<file path="src/rtl/rx_drain_pkg.sv">
package rx_drain_pkg;
  typedef enum logic [1:0] {
    ST_IDLE = 2'd0,
    ST_FILL = 2'd1,
    ST_REQ  = 2'd2
  } drain_st_e;

  typedef enum logic [1:0] {
    SEL_LO  = 2'b00,
    SEL_HI  = 2'b01,
    SEL_SF  = 2'b10,
    SEL_RSV = 2'b11
  } thr_sel_e;

  typedef struct packed {
    logic     en;
    thr_sel_e sel;
  } thr_cfg_t;
endpackage

</file>
<file path="src/rtl/rx_drain_cfg.sv">
module rx_drain_cfg
  import rx_drain_pkg::*;
#(
  parameter int CNT_W    = 12,
  parameter int LO_BYTES = 32,
  parameter int HI_BYTES = 64
) (
  input  logic             clk_i,
  input  logic             rst_ni,
  input  logic             lock_i,
  input  logic             en_i,
  input  logic [1:0]       sel_i,
  output logic [CNT_W-1:0] thr_o,
  output logic             sf_o
);
  localparam logic [CNT_W-1:0] LO_T = CNT_W'(LO_BYTES);
  localparam logic [CNT_W-1:0] HI_T = CNT_W'(HI_BYTES);

  thr_cfg_t cfg_q, live, act;

  assign live.en  = en_i;
  assign live.sel = thr_sel_e'(sel_i);

  always_ff @(posedge clk_i or negedge rst_ni) begin
    if (!rst_ni)      cfg_q <= '{en: 1'b0, sel: SEL_HI};
    else if (!lock_i) cfg_q <= live;
  end

  // frame in progress: hold what the first write saw
  assign act = lock_i ? cfg_q : live;

  always_comb begin
    thr_o = HI_T;
    sf_o  = 1'b0;
    if (act.en) begin
      unique case (act.sel)
        SEL_LO:  thr_o = LO_T;
        SEL_HI:  thr_o = HI_T;
        default: begin
          thr_o = '0;
          sf_o  = 1'b1;
        end
      endcase
    end
  end
endmodule

</file>
<file path="src/rtl/rx_drain_fill.sv">
module rx_drain_fill #(
  parameter int CNT_W = 12,
  parameter int WB_W  = 8
) (
  input  logic             clk_i,
  input  logic             rst_ni,
  input  logic             acc_i,
  input  logic             clr_i,
  input  logic [WB_W-1:0]  bytes_i,
  output logic [CNT_W-1:0] sum_o
);
  logic [CNT_W-1:0] cnt_q;
  logic [CNT_W:0]   sum_w;

  assign sum_w = {1'b0, cnt_q} + (CNT_W+1)'(bytes_i);
  // saturate rather than wrap
  assign sum_o = sum_w[CNT_W] ? '1 : sum_w[CNT_W-1:0];

  always_ff @(posedge clk_i or negedge rst_ni) begin
    if (!rst_ni)     cnt_q <= '0;
    else if (clr_i)  cnt_q <= '0;
    else if (acc_i)  cnt_q <= sum_o;
  end
endmodule

</file>
<file path="src/rtl/rx_drain_fsm.sv">
module rx_drain_fsm
  import rx_drain_pkg::*;
#(
  parameter int CNT_W = 12
) (
  input  logic             clk_i,
  input  logic             rst_ni,
  input  logic             wr_i,
  input  logic             eof_i,
  input  logic             done_i,
  input  logic [CNT_W-1:0] sum_i,
  input  logic [CNT_W-1:0] thr_i,
  input  logic             sf_i,
  output drain_st_e        st_o,
  output logic             acc_o,
  output logic             clr_o,
  output logic             lock_o
);
  drain_st_e st_q, st_d;
  logic      hit;

  assign hit = wr_i && (eof_i || (!sf_i && (sum_i >= thr_i)));

  always_comb begin
    st_d = st_q;
    unique case (st_q)
      ST_IDLE, ST_FILL: if (wr_i) st_d = hit ? ST_REQ : ST_FILL;
      ST_REQ:           if (done_i) st_d = ST_IDLE;
      default:          st_d = ST_IDLE;
    endcase
  end

  always_ff @(posedge clk_i or negedge rst_ni) begin
    if (!rst_ni) st_q <= ST_IDLE;
    else         st_q <= st_d;
  end

  assign st_o   = st_q;
  assign acc_o  = wr_i && (st_q != ST_REQ);
  assign clr_o  = (st_q == ST_REQ) && done_i;
  assign lock_o = (st_q != ST_IDLE);
endmodule

</file>
<file path="src/rtl/rx_drain_ctrl.sv">
module rx_drain_ctrl
  import rx_drain_pkg::*;
#(
  parameter int DW_BYTES = 4,
  parameter int LO_DW    = 8,
  parameter int HI_DW    = 16,
  parameter int WB_W     = 8,
  parameter int CNT_W    = 12
) (
  input  logic             clk_i,
  input  logic             rst_ni,
  input  logic             thr_en_i,
  input  logic [1:0]       thr_sel_i,
  input  logic             wr_valid_i,
  input  logic [WB_W-1:0]  wr_bytes_i,
  input  logic             eof_i,
  input  logic             drain_done_i,
  output logic             drain_req_o,
  output logic [CNT_W-1:0] thr_bytes_o
);
  localparam int LO_BYTES = LO_DW * DW_BYTES;
  localparam int HI_BYTES = HI_DW * DW_BYTES;

  drain_st_e        st_w;
  logic             acc_w, clr_w, lock_w, sf_w;
  logic [CNT_W-1:0] sum_w, thr_w;

  rx_drain_cfg #(.CNT_W(CNT_W), .LO_BYTES(LO_BYTES), .HI_BYTES(HI_BYTES)) u_cfg (
    .clk_i  (clk_i),
    .rst_ni (rst_ni),
    .lock_i (lock_w),
    .en_i   (thr_en_i),
    .sel_i  (thr_sel_i),
    .thr_o  (thr_w),
    .sf_o   (sf_w)
  );

  rx_drain_fill #(.CNT_W(CNT_W), .WB_W(WB_W)) u_fill (
    .clk_i   (clk_i),
    .rst_ni  (rst_ni),
    .acc_i   (acc_w),
    .clr_i   (clr_w),
    .bytes_i (wr_bytes_i),
    .sum_o   (sum_w)
  );

  rx_drain_fsm #(.CNT_W(CNT_W)) u_fsm (
    .clk_i  (clk_i),
    .rst_ni (rst_ni),
    .wr_i   (wr_valid_i),
    .eof_i  (eof_i),
    .done_i (drain_done_i),
    .sum_i  (sum_w),
    .thr_i  (thr_w),
    .sf_i   (sf_w),
    .st_o   (st_w),
    .acc_o  (acc_w),
    .clr_o  (clr_w),
    .lock_o (lock_w)
  );

  assign drain_req_o = (st_w == ST_REQ);
  assign thr_bytes_o = thr_w;
endmodule

</file>
<file path="config.mk">
export PLATFORM = sky130hd
export DESIGN_NAME = rx_drain_ctrl
export DESIGN_NICKNAME = d
export VERILOG_FILES = /design/src/rtl/rx_drain_pkg.sv /design/src/rtl/rx_drain_cfg.sv /design/src/rtl/rx_drain_fill.sv /design/src/rtl/rx_drain_fsm.sv /design/src/rtl/rx_drain_ctrl.sv
export SDC_FILE = /design/constraint.sdc
export NUM_CORES = 1
export LEC_CHECK = 0
export ABC_AREA = 1
export BUFFER_PORTS_ARGS = -buffer_cell sky130_fd_sc_hd__buf_2
export CORE_MARGIN = 1
export CORE_UTILIZATION = 55
export DETAILED_ROUTE_END_ITERATION = 10
export PLACE_DENSITY = 0.8
export RECOVER_POWER = 50
export REMOVE_ABC_BUFFERS = 1
export SYNTH_ARGS = -nofsm -noshare
export SYNTH_HDL_FRONTEND = slang
export SYNTH_SLANG_ARGS = --single-unit
</file>
<file path="constraint.sdc">
create_clock -name clk_i -period 5.1 [get_ports clk_i]
set_clock_uncertainty 0.1 [all_clocks]
set_input_delay 1.02 -clock clk_i [delete_from_list [all_inputs] [get_ports clk_i]]
set_output_delay 1.02 -clock clk_i [all_outputs]
set_load 0.02 [all_outputs]
</file>
==> results.txt, run 1 <==
----------------------------------------------------
[Global route]
  Global-route wire length before repair ... 5.38 mm
  Fraction of met2 tracks used by global routing ... 43.0%
  Global Route met3 Usage ... 4.06%
  Met1 Resource Use GR ... 34.4%
  Vias in the first global route ... 1326
  Maximum number of pins on one net before global-route repair ... 18
  Busiest layer in global routing ... met2
  Total GRT Usage ... 26.2%
  Antenna violations before repair ... 0
  Global-route congestion overflow total ... 0

[Synth]
  Syn avg cell area ... 6.84 um^2
  Yosys warning count ... 0
  Proportion of synthesized chip area in sequential cells ... 30.4%
  Synth unique cells ... 25
  Number of standard cells after synthesis ... 205
  Flip-flop and latch count after synthesis ... 17
  Cell area after synthesis ... 1400 um^2

[Clock network]
  Reg clk slew, reported paths ... 110 ps
  TritonCTS buffer count ... 3
  Maximum count of clock buffers along a single path ... 2
  Clock tree from TritonCTS ... built
  Number of sinks on the clock net ... 17
  Clock Tree Root ... clkbuf_4
  H-tree levels ... 1
  Resized Gates After CTS ... 0
  Number of setup buffers added after CTS ... 0
  Count of hold-fix buffers inserted at cts ... 0
  Clock latency on the worst-skew pair ... 290 ps

[Timing]
  Worst rel slew slack ... 31.5%
  Final critical-path setup slack ... 1380 ps
  Final hold violation count ... 0
  Crit path time final ... 3720 ps
  Maximum achievable frequency ... 269 MHz
  Final worst path period share ... 72.9%
  Transition time at the pin with the least slew margin ... 1020 ps
  Setup TNS ... 0 ps
  Setup violators final ... 0
  Slew Limit Fails ... 0
  Setup repair after global routing missed its margin ... no

[Place]
  Standard cell area after detailed placement ... 1480 um^2
  Half-perimeter wire length of the detailed placement result ... 2.48 mm
  Buffers added on ports ... 18
  Cell total after placement ... 248
  Setup slack at placement ... 1110 ps
  Final weighted congestion of routability-driven global placement ... 0.916

[Detailed routing]
  Antenna Violating Nets Remaining ... 0
  # DRC ... 0
  Router iterations before antenna repair ... 5
  Routed Wire Length ... 3.22 mm
  Number of vias in the routed layout ... 1348
  Via density per instance ... 5.35
  First-iteration detailed-routing DRC count ... 44
  Final routed wire length divided by cell count ... 12.8 um

[Floorplan]
  Die Outline Area ... 2750 um^2
  Starting density of the core ... 61.0%
  Std cell rows ... 17
  Ports placed on the boundary ... 29
  Die W ... 52.5 um
  Core box area ... 2300 um^2
  Die height ... 52.5 um

[Setup path]
  Type of element launching the critical path ... primary input
  Crit-path max FO ... 11
  Type of element capturing the critical path ... flop
  Type of the worst setup path ... primary input to flop
  Signal arrival time at the worst endpoint ... 3860 ps
  Data required time of the critical path ... 5240 ps

[Pwr]
  Sum of internal, switching and leakage power ... 858 uW
  Leakage power ... 0.846 nW
  Worst voltage drop across the vdd grid ... 0.342 mV
  Power Dens Cells ... 571 nW/um^2

[Final layout]
  Fin nets ... 252
  Non-filler instance count after layout ... 252
  Synth-to-layout area growth ... 7.23%
  Number of antenna diodes ... 0
  Ratio of cells with drive above 1 in the final layout ... 13.8%
  Final cell area excluding filler cells ... 1500 um^2
  Fill count ... 209

[Job]
  Count of maximum capacitance violations ... 0

[Hold path]
  Hold Crit Class ... flop to flop

[Run status]
  Outcome ... finished clean

----------------------------------------------------
-- cell families (layout without fill, tap and decap cells) --
group / after synthesis / count (layout) / share of synthesized area (%)
AND/OR/NAND/NOR: 106 / 106 / 32.6
buffers and inverters: 37 / 47 / 12.7
AO/OA/AOI/OAI: 30 / 30 / 11.4
flip-flops: 17 / 17 / 30.4
adder cells (fa/ha/maj): 11 / 11 / 10.4
multiplexers: 2 / 2 / 1.61
other: 1 / 10 / 0.268
XOR/XNOR: 1 / 1 / 0.625
-- power breakdown --
part | leakage, nW | internal (mW) | switching, mW
combinational | 0.614 | 0.196 | 0.344
clock | 0.0177 | 0.0292 | 0.0470
sequential | 0.214 | 0.197 | 0.0450
-- state kept, by name, indices dropped and copies added, names as in the netlist --
signal	flops
u_cfg.cfg_q	3
u_fill.cnt_q	12
u_fsm.st_o	2
-- routing by layer --
layer / part of all wire, % / wire [um] / vias to the layer above
met5: 0 / 0 / -
met4: 1.3 / 41 / 0
met3: 5.5 / 176 / 8
met2: 49 / 1570 / 47
met1: 44 / 1430 / 601
li1: - / - / 692
-- final timing paths --
kind | end | slack [ps] | start | depth (start not counted)
min in group asynchronous | u_fill.cnt_q[8] | 730 | rst_ni | 1
min reg2reg | u_cfg.cfg_q[2] | 430 | u_cfg.cfg_q[2] | 1
max | u_fsm.st_o[1] | 1380 | wr_bytes_i[0] | 21
max in group asynchronous | u_fill.cnt_q[0] | 3620 | rst_ni | 1
min | u_cfg.cfg_q[2] | 430 | u_cfg.cfg_q[2] | 1
max reg2reg | u_fsm.st_o[1] | 1810 | u_fill.cnt_q[0] | 20
-- cell usage after synthesis --
master / number / share of area (%)
o21ai_1: 3 / 1.1
mux2_2: 2 / 1.6
fa_1: 1 / 1.4
inv_1: 25 / 6.7
dfstp_2: 1 / 1.9
or2_0: 1 / 0.45
xnor2_1: 1 / 0.63
clkbuf_1: 1 / 0.27
nand3_1: 25 / 8.9
nand2_2: 2 / 0.89
buf_2: 1 / 0.36
nand4_1: 4 / 1.8
or3b_2: 1 / 0.63
or2_2: 1 / 0.45
a21oi_2: 2 / 1.3
a31oi_1: 2 / 0.89
dfrtp_1: 16 / 29
o21ai_0: 17 / 6.1
buf_4: 10 / 5.4
conb_1: 1 / 0.27
nor2_1: 15 / 4.0
nand2_1: 56 / 15
ha_1: 10 / 8.9
a21oi_1: 6 / 2.1
nor2_2: 1 / 0.45
-- worst max-delay path, cell delays in order --
cell     delay (ps)
buf_2           100
ha_1            230
fa_1            420
nand2_1         130
nand2_1          70
nand3_1         100
nand2_1          90
nand2_1         110
inv_1           160
nor2_1          190
ha_1            140
or3b_2          440
nor2_1          120
nand4_1          90
nand2_1          80
nand2_1          50
nand3_1          70
nand2_1          60
nand2_2          60
nand3_1          70
nand2_1          60
-- per-stage QoR --
step | util, % | hold slack (ps)
global route | 65.4 | 455
detailed placement | 64.3 | 404
finish | 65.4 | 435
CTS | 65.5 | 431
global placement | 64.3 | 397
floorplan | - | 382
-- layout by cell type (no fill, tap or decap), types with 6 or more instances in the layout --
cell     count
a21oi_1      6
buf_2       17
conb_1      10
dfrtp_1     16
ha_1        10
inv_1       25
nand2_1     56
nand3_1     25
nor2_1      15
o21ai_0     16
-- area by class of cell --
| class | count | area (um^2) | share of cell area [%] |
|---|---|---|---|
| Multi-Input combinational cell | 160 | 831 | 55.3 |
| Tap cell | 28 | 35.0 | 2.33 |
| Clock inverter | 1 | 5.00 | 0.333 |
| Timing Repair Buffer | 18 | 88.8 | 5.91 |
| Clock buffer | 3 | 22.5 | 1.50 |
| Sequential cell | 17 | 427 | 28.4 |
| Inverter | 25 | 93.8 | 6.24 |
(Power assumes the default switching activity.)
==> run 2, diff against run 1 <==
--- a/config.mk
+++ b/config.mk
@@ -5,12 +5,12 @@
 export SDC_FILE = /design/constraint.sdc
 export NUM_CORES = 1
 export LEC_CHECK = 0
-export ABC_AREA = 1
+export ABC_AREA = 0
 export BUFFER_PORTS_ARGS = -buffer_cell sky130_fd_sc_hd__buf_2
 export CORE_MARGIN = 1
-export CORE_UTILIZATION = 55
+export CORE_UTILIZATION = 49
 export DETAILED_ROUTE_END_ITERATION = 10
-export PLACE_DENSITY = 0.8
+export PLACE_DENSITY = 0.75
 export RECOVER_POWER = 50
 export REMOVE_ABC_BUFFERS = 1
 export SYNTH_ARGS = -nofsm -noshare
==> constraint.sdc (replaced) <==
create_clock -name clk_i -period 3.05 [get_ports clk_i]
set_clock_uncertainty 0.1 [all_clocks]
set_input_delay 0.61 -clock clk_i [delete_from_list [all_inputs] [get_ports clk_i]]
set_output_delay 0.61 -clock clk_i [all_outputs]
set_load 0.02 [all_outputs]
==> run 2 against run 1 <==
Compared with the run above: global-route usage grew 1.4 points; final cell count grew 3.2%; first-iteration DRC count grew 93%; the flow now finishes with violations (design-rule violations, negative setup slack); die area grew 17%; largest power group unchanged; clock power grew 75%.
==> results.txt, run 2 <==
----------------------------------------------------
[Floorplan]
  Die Outline Area ... 3210 um^2 (+17%)
  Starting density of the core ... 52.2% (-8.8 points)
  Std cell rows ... 19 (+2)
  Ports placed on the boundary ... 29 (unchanged)
  Die W ... 56.7 um (+8.0%)
  Die height ... 56.7 um (+8.0%)
  Core box area ... 2810 um^2 (+22%)

[Clock network]
  Clock tree from TritonCTS ... built
  Clock latency on the worst-skew pair ... 310 ps (+20 ps)
  Maximum count of clock buffers along a single path ... 2 (unchanged)
  TritonCTS buffer count ... 3 (unchanged)
  Clock Tree Root ... clkbuf_4
  H-tree levels ... 1 (unchanged)
  Number of sinks on the clock net ... 17 (unchanged)
  Reg clk slew, reported paths ... 110 ps (about the same)

[Run status]
  Failing checks ... design-rule violations, negative setup slack
  Outcome ... complete, but fails checks

[Timing]
  Final worst path period share ... 108%
  Setup violators final ... 2 (+2)
  Worst rel slew slack ... 33.4% (+1.9 points)
  Setup repair after global routing missed its margin ... yes
  Final hold violation count ... 0 (unchanged)
  Maximum achievable frequency ... 302 MHz
  Transition time at the pin with the least slew margin ... 998 ps (-21.7 ps)
  Final critical-path setup slack ... -258 ps (-1640 ps)
  Slew Limit Fails ... 0 (unchanged)
  Crit path time final ... 3310 ps

[Synth]
  Proportion of synthesized chip area in sequential cells ... 29.1% (-1.3 points)
  Yosys top cell by area ... dfrtp_1
  Adder-cell area share of the yosys netlist ... 9.91% (-0.44 points)
  Share of cell area taken by muxes after synthesis ... 2.14% (+0.53 points)
  Number of flops mapped to enable cells by yosys ... 0 (unchanged)
  Syn avg cell area ... 8.37 um^2 (+22%)
  Post-synthesis share of cell area spent on xor and xnor gates ... 3.59% (+3.0 points)
  Most instantiated library cell after synthesis ... nand2_1
  Yosys warning count ... 0 (unchanged)
  Main area contributors after synthesis ... dfrtp_1 (27%), ha_1 (8.5%), nand2_1 (6.4%)
  Post-synth top flop ... dfrtp_1
  List of most frequent post-synthesis cells ... nand2_1 (25), nor2_1 (18), dfrtp_1 (16)
  Dominant combinational cell family by area after synthesis ... compound AO/OA/AOI/OAI gates
  Async set-or-reset flop fraction in the synthesized netlist ... 100% (unchanged)
  Cell area after synthesis ... 1460 um^2 (+4.5%)
  Synth unique cells ... 51 (+100%)
  Share of the synthesized area in compound gates (AO/OA/AOI/OAI) ... 25.2% (+14 points)
  Number of standard cells after synthesis ... 175 (-15%)
  Simple logic cell fraction of the synthesized area ... 22.2% (-10 points)
  Post-synth top area share ... 27.4% (-1.2 points)
  Flip-flop and latch count after synthesis ... 17 (unchanged)

[Final layout]
  Most flops, register ... u_fill.cnt_q
  Commonest non-fill, non-tap cells in the layout ... buf_4 (35), nand2_1 (25), buf_2 (17), nor2_1 (16), dfrtp_1 (16)
  Ratio of cells with drive above 1 in the final layout ... 33.2% (+19 points)
  Synth-to-layout area growth ... 31.1%
  Max FFs per register ... 12 (unchanged)
  Number of antenna diodes ... 0 (unchanged)
  Fin nets ... 257 (+2.0%)
  Most common cell after layout, fill and taps aside ... buf_4

[Setup path]
  Reg2reg end ... u_fsm.st_o[1]
  Type of element launching the critical path ... flop
  Critical Path Source ... u_fill.cnt_q[0]
  Worst setup slack for register-to-register paths ... -260 ps (-2070 ps)
  Signal arrival time at the worst endpoint ... 3390 ps (-470 ps)
  Startpoint of the most critical register-to-register path ... u_fill.cnt_q[0]
  Type of element capturing the critical path ... flop
  Type of the worst setup path ... flop to flop
  Register-to-Register Path Depth ... 13 (-35%)
  Data required time of the critical path ... 3130 ps (-2110 ps)
  Capture point of the critical path ... u_fsm.st_o[1]
  Crit-path max FO ... 4 (-7)

[Global route]
  Global-route congestion overflow total ... 0 (unchanged)
  Global-route wire length before repair ... 6.73 mm (+25%)
  Total GRT Usage ... 27.7% (+1.4 points)
  Antenna violations before repair ... 0 (unchanged)
  Maximum number of pins on one net before global-route repair ... 18 (unchanged)
  Vias in the first global route ... 1444 (+8.9%)

[Detailed routing]
  Routed Wire Length ... 4.20 mm (+31%)
  First-iteration detailed-routing DRC count ... 85 (+93%)
  # DRC ... 7 (+7)
  Via density per instance ... 5.71 (+6.8%)
  Final routed wire length divided by cell count ... 16.2 um (+27%)
  Number of vias in the routed layout ... 1485 (+10%)
  Antenna Violating Nets Remaining ... 0 (unchanged)
  Router iterations before antenna repair ... 7 (+2)

[Job]
  Count of maximum capacitance violations ... 0 (unchanged)

[Place]
  Half-perimeter wire length of the detailed placement result ... 2.99 mm (+21%)
  Setup slack at placement ... -1040 ps (-2150 ps)
  Buffers added on ports ... 18 (unchanged)
  Final weighted congestion of routability-driven global placement ... 0.963 (+5.2%)

[Pwr]
  Worst voltage drop across the vdd grid ... 0.546 mV (+59%)
  Power Dens Cells ... 1160 nW/um^2 (+100%)
  Leakage power ... 0.948 nW (+12%)
  Sum of internal, switching and leakage power ... 2.23 mW (+160%)

[Hold path]
  Hold Crit Class ... primary input to async pin

----------------------------------------------------
run 2: report_power, final:
part / leakage [nW] / internal [mW] / switching (mW)
registers: 0.214 / 0.326 / 0.0690
logic: 0.718 / 0.841 / 0.866
clock network: 0.0150 / 0.0511 / 0.0816
run 2: worst min-delay path by stage:
stage,startpoint,endpoint,slack (ps),depth (start not counted)
2_1_floorplan,rst_ni,u_cfg.cfg_q[1],210,0
3_3_place_gp,u_fill.cnt_q[4],u_fill.cnt_q[4],360,2
3_5_place_dp,u_fill.cnt_q[0],u_fill.cnt_q[0],370,2
4_1_cts,rst_ni,u_fill.cnt_q[0],140,1
5_1_grt,rst_ni,u_fill.cnt_q[0],400,1
6_report,rst_ni,u_fill.cnt_q[0],330,1
run 2: stage by stage:
step                      util, %  TNS [ps]  instance area, um^2  instances  hold slack (ps)
after global placement       62.5     -1770                 1750        249              357
after floorplan                 -     -1370                 1410        172              214
after CTS                    66.5      -499                 1870        255              141
after global routing         68.4      -798                 1920        260              399
final                        68.4      -508                 1920        260              332
after detailed placement     62.5     -2070                 1750        249              365
run 2: cell families after synthesis:
group | Yosys count
simple gates | 66
compound gates | 52
buf+inv | 19
flops | 17
fa+ha+maj | 11
xor+xnor | 6
mux | 3
other cells | 1
run 2: timing repair:
item	CTS	global route
pin swaps	11	9
hold buffers	0	0
setup buffers	2	5
hold endpoints to repair	0	0
resized for setup	12	4
setup endpoints to repair	2	2
run 2: layer usage:
layer / vias to the layer above / global-route usage, % / routed length, um
li1: 714 / - / -
met2: 48 / 45.4 / 2060
met3: 11 / 4.61 / 176
met1: 712 / 37.0 / 1870
met4: 0 / 8.93 / 92
met5: - / 0 / 0
run 2: final cells by class:
| class | instances | area [um^2] |
|---|---|---|
| fill | 227 | 886 |
| inverter | 7 | 26.3 |
| tap | 31 | 38.8 |
| clock buffer | 4 | 26.3 |
| timing repair buffer | 53 | 352 |
| sequential | 17 | 427 |
| multi-input combinational | 148 | 1050 |
run 2: worst max-delay path, stage by stage (launching register included):
cell	delay, ps
dfrtp_1	430
ha_4	180
fa_2	370
a211oi_4	310
or3_4	190
a21bo_4	170
buf_4	120
o21ai_2	70
ha_4	240
a2111oi_4	360
nand4b_1	150
and4_4	220
nor4_4	140
a31oi_1	130
==> run 3, diff against run 2 <==
--- a/config.mk
+++ b/config.mk
@@ -8,11 +8,13 @@
 export ABC_AREA = 0
 export BUFFER_PORTS_ARGS = -buffer_cell sky130_fd_sc_hd__buf_2
 export CORE_MARGIN = 1
-export CORE_UTILIZATION = 49
+export CORE_UTILIZATION = 51
 export DETAILED_ROUTE_END_ITERATION = 10
-export PLACE_DENSITY = 0.75
+export MAX_ROUTING_LAYER = met4
+export PLACE_DENSITY = 0.76
 export RECOVER_POWER = 50
 export REMOVE_ABC_BUFFERS = 1
 export SYNTH_ARGS = -nofsm -noshare
 export SYNTH_HDL_FRONTEND = slang
+export SYNTH_HIERARCHICAL = 1
 export SYNTH_SLANG_ARGS = --single-unit
==> run 3 against run 2 <==
Compared with the run above: the flow now finishes without violations; register-to-register slack gained 280 ps; largest cell class unchanged; power grew 19%; routed wire length grew 5.5%; combinational power grew 21%; non-clock buffer count grew 1; first-iteration DRC count shrank 7.1%; sequential power grew 15%; hold slack gained 21 ps; clock power is essentially flat; setup slack gained 280 ps; synthesized cell count grew 17%; synthesized area grew 20%.
==> results.txt, run 3 <==
----------------------------------------------------
[Detailed routing]
  First-iteration detailed-routing DRC count ... 79 (-7.1%)
  Number of vias in the routed layout ... 1666 (+12%)
  Router iterations before antenna repair ... 4 (-3)
  Via density per instance ... 5.53 (-3.1%)
  # DRC ... 0 (-7)
  Final routed wire length divided by cell count ... 14.7 um (-8.9%)
  Antenna Violating Nets Remaining ... 0 (unchanged)
  Routed Wire Length ... 4.43 mm (+5.5%)

[Final layout]
  Number of antenna diodes ... 0 (unchanged)
  Most common cell after layout, fill and taps aside ... buf_4
  Ratio of cells with drive above 1 in the final layout ... 38.9% (+5.7 points)
  Most flops, register ... u_fill/cnt_q
  Non-filler instance count after layout ... 301 (+16%)
  Max FFs per register ... 12 (unchanged)
  Synth-to-layout area growth ... 29.9%
  Commonest non-fill, non-tap cells in the layout ... buf_4 (34), buf_2 (17), inv_1 (17), dfrtp_1 (16), nor2_1 (14)
  Fin nets ... 295 (+15%)

[Clock network]
  Number of sinks on the clock net ... 17 (unchanged)
  Maximum count of clock buffers along a single path ... 2 (unchanged)
  Clock latency on the worst-skew pair ... 300 ps (about the same)
  Clock Tree Root ... clkbuf_4
  H-tree levels ... 1 (unchanged)
  Clock tree from TritonCTS ... built
  Reg clk slew, reported paths ... 120 ps (about the same)
  TritonCTS buffer count ... 3 (unchanged)
  Count of hold-fix buffers inserted at cts ... 0 (unchanged)

[Synth]
  Adder-cell area share of the yosys netlist ... 15.4% (+5.5 points)
  Flip-flop and latch count after synthesis ... 17 (unchanged)
  Share of the synthesized area in compound gates (AO/OA/AOI/OAI) ... 22.6% (-2.6 points)
  Syn avg cell area ... 8.56 um^2 (+2.3%)
  Dominant combinational cell family by area after synthesis ... compound AO/OA/AOI/OAI gates
  Yosys warning count ... 6 (+6)
  Yosys top cell by area ... dfrtp_1
  Synth unique cells ... 53 (+3.9%)
  Most instantiated library cell after synthesis ... ha_1
  Number of flops mapped to enable cells by yosys ... 0 (unchanged)
  List of most frequent post-synthesis cells ... ha_1 (20), a21oi_1 (18), inv_1 (17)
  Share of cell area taken by muxes after synthesis ... 4.21% (+2.1 points)
  Cell area after synthesis ... 1750 um^2 (+20%)
  Async set-or-reset flop fraction in the synthesized netlist ... 100% (unchanged)
  Post-synthesis share of cell area spent on xor and xnor gates ... 2.50% (-1.1 points)
  Main area contributors after synthesis ... dfrtp_1 (23%), ha_1 (14%), a21oi_1 (5.1%)
  Proportion of synthesized chip area in sequential cells ... 24.3% (-4.8 points)
  Number of standard cells after synthesis ... 205 (+17%)
  Post-synth top area share ... 22.8% (-4.5 points)
  Simple logic cell fraction of the synthesized area ... 20.6% (-1.6 points)
  Post-synth top flop ... dfrtp_1

[Pwr]
  Power share of the sequential group ... 17.1% (-0.6 points)
  Worst voltage drop across the vdd grid ... 0.529 mV (-3.1%)
  Sum of internal, switching and leakage power ... 2.66 mW (+19%)
  Switching Share ... 45.1% (-0.42 points)
  Proportion of power drawn by the clock network ... 4.9% (-1.0 points)
  Net Switching ... 1.20 mW (+18%)
  Int Pwr ... 1.46 mW (+20%)
  Power Dens Cells ... 1170 nW/um^2 (+0.25%)
  Combinational group share of total power ... 78.0% (+1.6 points)
  Leakage power ... 1.06 nW (+12%)

[Global route]
  Global-route congestion overflow total ... 0 (unchanged)
  Maximum number of pins on one net before global-route repair ... 18 (unchanged)
  Global-route wire length before repair ... 6.58 mm (-2.3%)
  Vias in the first global route ... 1544 (+6.9%)
  Antenna violations before repair ... 0 (unchanged)
  Total GRT Usage ... 25.0% (-2.6 points)

[Job]
  Count of maximum capacitance violations ... 0 (unchanged)

[Floorplan]
  Die height ... 60.6 um (+7.0%)
  Ports placed on the boundary ... 29 (unchanged)
  Starting density of the core ... 55.6% (+3.4 points)
  Std cell rows ... 20 (+1)
  Die Outline Area ... 3680 um^2 (+15%)
  Die W ... 60.6 um (+7.0%)
  Core box area ... 3150 um^2 (+12%)

[Timing]
  Maximum achievable frequency ... 330 MHz (+9.1%)
  Final worst path period share ... 99.4% (-9.1 points)
  Crit path time final ... 3030 ps (-277 ps)
  Slew Limit Fails ... 0 (unchanged)
  Setup violators final ... 0 (-2)
  Final hold violation count ... 0 (unchanged)
  Worst rel slew slack ... 31.2% (-2.2 points)
  Final Hold Slack ... 353 ps (+20.7 ps)
  Transition time at the pin with the least slew margin ... 1030 ps (+33.3 ps)
  Final critical-path setup slack ... 19.2 ps (+277 ps)
  Setup repair after global routing missed its margin ... yes

[Setup path]
  Type of the worst setup path ... flop to flop
  Startpoint of the most critical register-to-register path ... u_fill/cnt_q[0]
  Data required time of the critical path ... 3160 ps (+30 ps)
  Worst Path Buf+Inv ... 1 (unchanged)
  Type of element launching the critical path ... flop
  CP cell instances ... ha_2, fa_2, a211oi_4, buf_6, o21ai_2, xor2_1, or2_4, ha_4, nand4_1, nor2_1, a211o_1, o21a_1
  Stage delay of the slowest cell on the critical path ... 400 ps (-30 ps)
  Type of element capturing the critical path ... flop
  Reg2reg end ... u_fsm/st_o[1]
  Top cell family by delay on the critical path ... compound AO/OA/AOI/OAI gates
  Register-to-Register Path Depth ... 12 (-1)
  Signal arrival time at the worst endpoint ... 3140 ps (-250 ps)
  Crit-path max FO ... 3 (-1)
  Worst setup slack for register-to-register paths ... 20 ps (+280 ps)
  Cell with the largest stage delay on the worst path ... dfrtp_1

[Hold path]
  Hold Crit Class ... primary input to async pin

[Run status]
  Outcome ... finished clean

[Place]
  Setup slack at placement ... -485 ps (+556 ps)
  Half-perimeter wire length of the detailed placement result ... 3.05 mm (+2.0%)
  Final weighted congestion of routability-driven global placement ... 0.843 (-13%)
  Cell total after placement ... 293 (+18%)
  Buffers added on ports ... 18 (unchanged)

----------------------------------------------------
run 3: cell type report:
| type | count | area [um^2] |
|---|---|---|
| clock buffer | 3 | 22.5 |
| clock inverter | 1 | 5.00 |
| fill | 246 | 875 |
| inverter | 18 | 67.6 |
| multi-input combinational | 164 | 1340 |
| sequential | 17 | 427 |
| tap | 44 | 55.1 |
| timing repair buffer | 54 | 367 |
run 3: what timing repair did:
action / in CTS / in global routing
gates resized for setup: 13 / 22
pin swaps: 10 / 20
endpoints found under the setup margin: 2 / 2
setup buffers: 1 / 3
run 3: cells by family (layout without fill, tap and decap cells):
kind of cell    Yosys count  after routing
compound gates           56             56
xor+xnor                  5              5
fa+ha+maj                21             21
buf+inv                  33             76
flops                    17             17
mux                       6              6
other cells               1             10
simple gates             66             66
run 3: how the worst max path moves through the flow:
stage / slack [ps] / cells past startpoint / to / start
after floorplan: -210 / 12 / u_fsm/st_o[0] / wr_bytes_i[0]
after global placement: -430 / 13 / u_fsm/st_o[0] / wr_bytes_i[0]
after detailed placement: -490 / 13 / u_fsm/st_o[0] / wr_bytes_i[0]
after CTS: 5 / 13 / u_fsm/st_o[1] / u_fill/cnt_q[0]
after global routing: -50 / 12 / u_fsm/st_o[1] / u_fill/cnt_q[0]
final: 20 / 12 / u_fsm/st_o[1] / u_fill/cnt_q[0]
run 3: power groups by stage:
stage	logic, mW	registers [mW]	clock network (mW)
final	2.07	0.454	0.130
after global placement	1.63	0.441	0
after CTS	1.78	0.444	0.134
after floorplan	1.14	0.420	0
after detailed placement	1.67	0.448	0
after global routing	2.23	0.469	0.147
run 3: through the flow:
step           util [%]  TNS (ps)  cell area, um^2
6_report           72.3         0             2280
5_1_grt            72.3     -88.0             2280
4_1_cts            68.1         0             2150
3_5_place_dp       65.4      -905             2060
3_3_place_gp       65.4      -831             2060
2_1_floorplan         -      -386             1680
run 3: layer usage:
layer	up-vias	routed length, um	GRT usage [%]	share of wire, %
met1	768	1920	30.3	43
met4	0	80	11.0	1.8
met3	10	264	4.05	6.0
met5	-	0	-	0
li1	826	-	-	-
met2	62	2170	41.0	49
